$ cat src/rtl/satbs_unit.sv
module satbs_unit #(
  parameter int DATA_W   = 32,
  parameter int NARROW_W = 16,
  parameter int WIDE_W   = 24
) (
  input  logic              clk,
  input  logic              rst_n,
  input  logic              valid_i,
  input  logic [1:0]        op_i,
  input  logic [DATA_W-1:0] src_i,
  input  logic [DATA_W-1:0] dst_i,
  input  logic [3:0]        flags_i,
  output logic [DATA_W-1:0] result_o,
  output logic              wr_en_o,
  output logic [3:0]        flags_o,
  output logic              done_o
);
  localparam int SHAMT_W = $clog2(DATA_W);
  localparam int FLAG_C  = 2;
  localparam logic [1:0] OP_NARROW = 2'd0;
  localparam logic [1:0] OP_WIDE   = 2'd1;
  localparam logic [1:0] OP_SEARCH = 2'd2;

  localparam logic [DATA_W-1:0] NARROW_MAX = {{(DATA_W-NARROW_W+1){1'b0}}, {(NARROW_W-1){1'b1}}};
  localparam logic [DATA_W-1:0] WIDE_MAX   = {{(DATA_W-WIDE_W+1){1'b0}}, {(WIDE_W-1){1'b1}}};

  // in range when all bits at and above the target sign bit agree
  logic narrow_fits, wide_fits, neg;
  assign neg         = src_i[DATA_W-1];
  assign narrow_fits = (&src_i[DATA_W-1:NARROW_W-1]) | ~(|src_i[DATA_W-1:NARROW_W-1]);
  assign wide_fits   = (&src_i[DATA_W-1:WIDE_W-1])   | ~(|src_i[DATA_W-1:WIDE_W-1]);

  logic [DATA_W-1:0] narrow_val, wide_val;
  assign narrow_val = narrow_fits ? src_i : (neg ? ~NARROW_MAX : NARROW_MAX);
  assign wide_val   = wide_fits   ? src_i : (neg ? ~WIDE_MAX   : WIDE_MAX);

  logic [DATA_W-1:0] shifted;
  logic              any_left;
  assign shifted  = src_i << dst_i[SHAMT_W-1:0];
  assign any_left = |shifted;

  logic unused_dst_hi;
  assign unused_dst_hi = &{1'b0, dst_i[DATA_W-1:SHAMT_W]};

  logic is_sat;
  assign is_sat = (op_i == OP_NARROW) | (op_i == OP_WIDE);

  always_ff @(posedge clk) begin
    if (!rst_n) begin
      result_o <= '0;
      wr_en_o  <= 1'b0;
      flags_o  <= '0;
      done_o   <= 1'b0;
    end else begin
      done_o  <= valid_i;
      wr_en_o <= valid_i & is_sat;
      if (valid_i) begin
        flags_o <= flags_i;
        if (op_i == OP_NARROW) result_o <= narrow_val;
        if (op_i == OP_WIDE)   result_o <= wide_val;
        if (op_i == OP_SEARCH) flags_o[FLAG_C] <= any_left;
      end
    end
  end
endmodule

$ cat config.mk
export PLATFORM = sky130hd
export DESIGN_NAME = satbs_unit
export DESIGN_NICKNAME = d
export VERILOG_FILES = /design/src/rtl/satbs_unit.sv
export SDC_FILE = /design/constraint.sdc
export NUM_CORES = 1
export LEC_CHECK = 0
export BUFFER_PORTS_ARGS = -buffer_cell sky130_fd_sc_hd__buf_2
export CAP_MARGIN = 0
export CORE_AREA = 2 2 77 79
export DETAILED_ROUTE_END_ITERATION = 8
export DIE_AREA = 0 0 79 81
export GPL_TIMING_DRIVEN = 0
export HOLD_SLACK_MARGIN = 0.02
export PLACE_DENSITY = 0.78
export SYNTH_ARGS = -nofsm -noshare
export SYNTH_HDL_FRONTEND = slang
export SYNTH_SLANG_ARGS = --single-unit
$ cat constraint.sdc
create_clock -name clk -period 3.18 [get_ports clk]
set_input_delay 0.477 -clock clk [delete_from_list [all_inputs] [get_ports clk]]
set_output_delay 0.477 -clock clk [all_outputs]
set_load 0.05 [all_outputs]
==> results.py <==
metrics = {
    "yosys": {
        "syn_inst": 277,
        "synthMuxAreaShare": 0.07028,
        "async_flop_share": 0,
        "synth_ff_type": "dfxtp_1",
        "synth-xor-area-share": 0.004032,
        "synthSimpleGateAreaFrac": 0.1912,
        "synth-compound-area-share": 0.3283,
        "synth_warnings": 0,
        "syn_area_sq_um": 2172,
        "yosys.cell_types.count": 53,
        "ys_seq_area_frac": 0.3502,
        "synthAdderAreaFrac": 0,
        "yosysTopAreaCellShare": 0.3502,
        "avgSynthCellArea_sq_um": 7.841,
        "synth_area_leaders": "dfxtp_1, a21oi_1, o21ai_0",
        "synth.largest_area_cell": "dfxtp_1",
        "synth.net_count": 350,
        "synth_top_family_by_area": "compound AO/OA/AOI/OAI gates",
        "synth_edf_count": 0,
        "synth_seq_cells": 38,
    },
    "final_layout": {
        "final_nets": 436,
        "antenna_cells": 0,
        "final_common_cell": "buf_2",
        "drive_above_1_share": 0.2857,
        "nFillCells": 573,
        "final_cell_mix": "buf_2, a21oi_1, dfxtp_1",
        "syn2layout_area_growth_pct": 27.07,
        "design_area_sq_um": 2760,
    },
    "clock_tree": {
        "max-clock-path-buffers": 2,
        "post_cts_buffers": 0,
        "ctsRootBufferMaster": "clkbuf_8",
        "postCtsHoldBufs": 0,
        "cts_resized": 0,
        "numClockSinks": 38,
        "clk_pin_slew_ns": 0.08,
        "htreeDepth": 2,
        "insertion_delay_ns": 0.29,
        "cts_tree": "built",
        "cts_made_buffers": 5,
    },
    "floorplanning": {
        "rows": 28,
        "die_height_microns": 81,
        "core_area_sq_um": 5675,
        "dieArea_sq_um": 6399,
        "die_x_microns": 79,
        "boundaryPins": 111,
        "start_util": 0.3827,
    },
    "global_routing": {
        "grt_util_met1": 0.2566,
        "use_met3": 0.04000,
        "grt_pass1_vias": 2171,
        "busiest_layer": "met2",
        "grt_max_degree": 14,
        "grt_pass1_wl_microns": 10070,
        "antenna_found_initial": 0,
        "grtUsageMet2": 0.3297,
        "grt-ovfl-total": 0,
        "track_usage": 0.1965,
    },
    "worst_setup_path": {
        "arrival_ns": 2.53,
        "critPathKind": "in -> reg",
        "startpoint_type": "primary input",
        "cp_max_fo": 8,
        "cp.required_ns": 3.31,
        "critPathCaptureType": "flip-flop",
    },
    "pwr": {
        "switching_share": 0.3476,
        "powerDensity_nw_per_um2": 433.2,
        "p_leak_nw": 1.184,
        "power_frac_seq": 0.433,
        "clockPowerShare": 0.296,
        "pwr-share-comb": 0.271,
        "power_switching_mw": 0.4156,
        "ir_drop_mv": 0.2156,
        "p_int_mw": 0.7801,
        "design_power_total_mw": 1.196,
    },
    "detailed_routing": {
        "vias": 2456,
        "drt_first_pass_iters": 5,
        "drt_wl_total_microns": 6542,
        "detail_route.wl_per_cell_microns": 14.90,
        "dr.first_iter.drc_count": 283,
        "vias_per_cell": 5.595,
        "drcViolationCount": 0,
        "ant_nets": 0,
    },
    "placement": {
        "gp_congestion": 0.8508,
        "placed_area_sq_um": 2661,
        "hpwl_microns": 4987,
        "io_buffers": 79,
        "pre_cts_ws_ns": 0.5403,
    },
    "sta": {
        "finalSetupTns_ns": 0,
        "drv_slew": 0,
        "skew_ns": 0,
        "maxSlewHeadroom": 0.3848,
        "clock.fmax_mhz": 416.9,
        "finalSetupViolations": 0,
        "setup_ws_ns": 0.7814,
        "grt_setup_unrepaired": "false",
        "worst_slew_pin_slew_ns": 0.9173,
        "fin_crit_ns": 2.399,
        "hold_violations": 0,
        "finalCritPeriodShare": 0.7543,
        "fin_hold_ws_ns": 0.4007,
    },
    "worst_hold_path": {
        "hold_path_class": "in -> reg",
    },
    "job": {
        "drv_cap": 0,
    },
    "run_status": {
        "status": "completed",
    },
}
[sequential cells by signal, summed over array words and instances, names as in the netlist]
register	count
result_o	32
flags_o	4
done_o	1
wr_en_o	1
[metal layers]
metal / part of all wire / routed length [microns]
met4: 0.010 / 68
met1: 0.43 / 2831
met3: 0.070 / 461
met5: 0 / 0
met2: 0.49 / 3181
[cell type report]
cell class | count | area [sq um] | share of cell area
Buffer | 20 | 95.09 | 0.03445
Clock buffer | 6 | 82.58 | 0.02992
Clock inverter | 2 | 16.27 | 0.005893
Inverter | 7 | 26.28 | 0.009519
Multi-Input combinational cell | 212 | 1290 | 0.4674
Sequential cell | 38 | 760.7 | 0.2756
Tap cell | 75 | 93.84 | 0.03400
Timing Repair Buffer | 79 | 395.4 | 0.1432
[synthesized netlist by cell type (2+ instances only)]
cell type	instances
inv_1	7
or4_1	4
a21oi_1	55
nor3_1	6
nand2b_1	3
o21ai_0	32
nand3_1	2
o41ai_1	2
nor2_1	9
mux2i_1	7
and2_1	2
nand4_1	3
a2111oi_0	3
clkbuf_1	12
or3_1	2
nand2_1	23
buf_4	2
a21boi_0	9
dfxtp_1	38
mux2_2	3
a31oi_1	3
nor2b_1	6
a211oi_1	4
buf_2	4
o211ai_1	2
nor4_1	4
nand3b_1	2
and3_1	3
[path summary, 6_finish.rpt]
kind                                   start  slack (ns)           end  depth (start not counted)
worst min register to register  result_o[23]        0.47  result_o[23]                          2
worst max register to register    flags_o[2]        1.79    flags_o[2]                          5
worst min-delay path                 op_i[1]        0.40       wr_en_o                          2
worst max-delay path               src_i[27]        0.78  result_o[22]                          6
[metrics by stage]
stage / instances / utilization
floorplan: 277 / -
global placement: 431 / 0.4689
detailed placement: 431 / 0.4689
CTS: 439 / 0.4863
global route: 439 / 0.4863
finish: 439 / 0.4863
[critical path, stage by stage]
cell,delay (ns)
buf_2,0.12
or4_1,0.54
nor4_2,0.40
nor3_1,0.08
a211oi_1,0.77
a21oi_1,0.14
[power by group through the flow]
stage               sequential, mW  combinational, mW  clock (mW)
finish                       0.518              0.324       0.354
floorplan                    0.629              0.114           0
global route                 0.522              0.347       0.383
detailed placement           0.529              0.320           0
CTS                          0.518              0.321       0.360
global placement             0.528              0.315           0
[kinds of logic after synthesis]
logic type | count (synthesis)
DFF | 38
xor gates and xnor gates | 1
AOI/OAI and AO/OA | 122
buffers and inverters | 27
muxes | 12
and+or+nand+nor | 77
No activity file was read; power rests on OpenSTA's default activity.
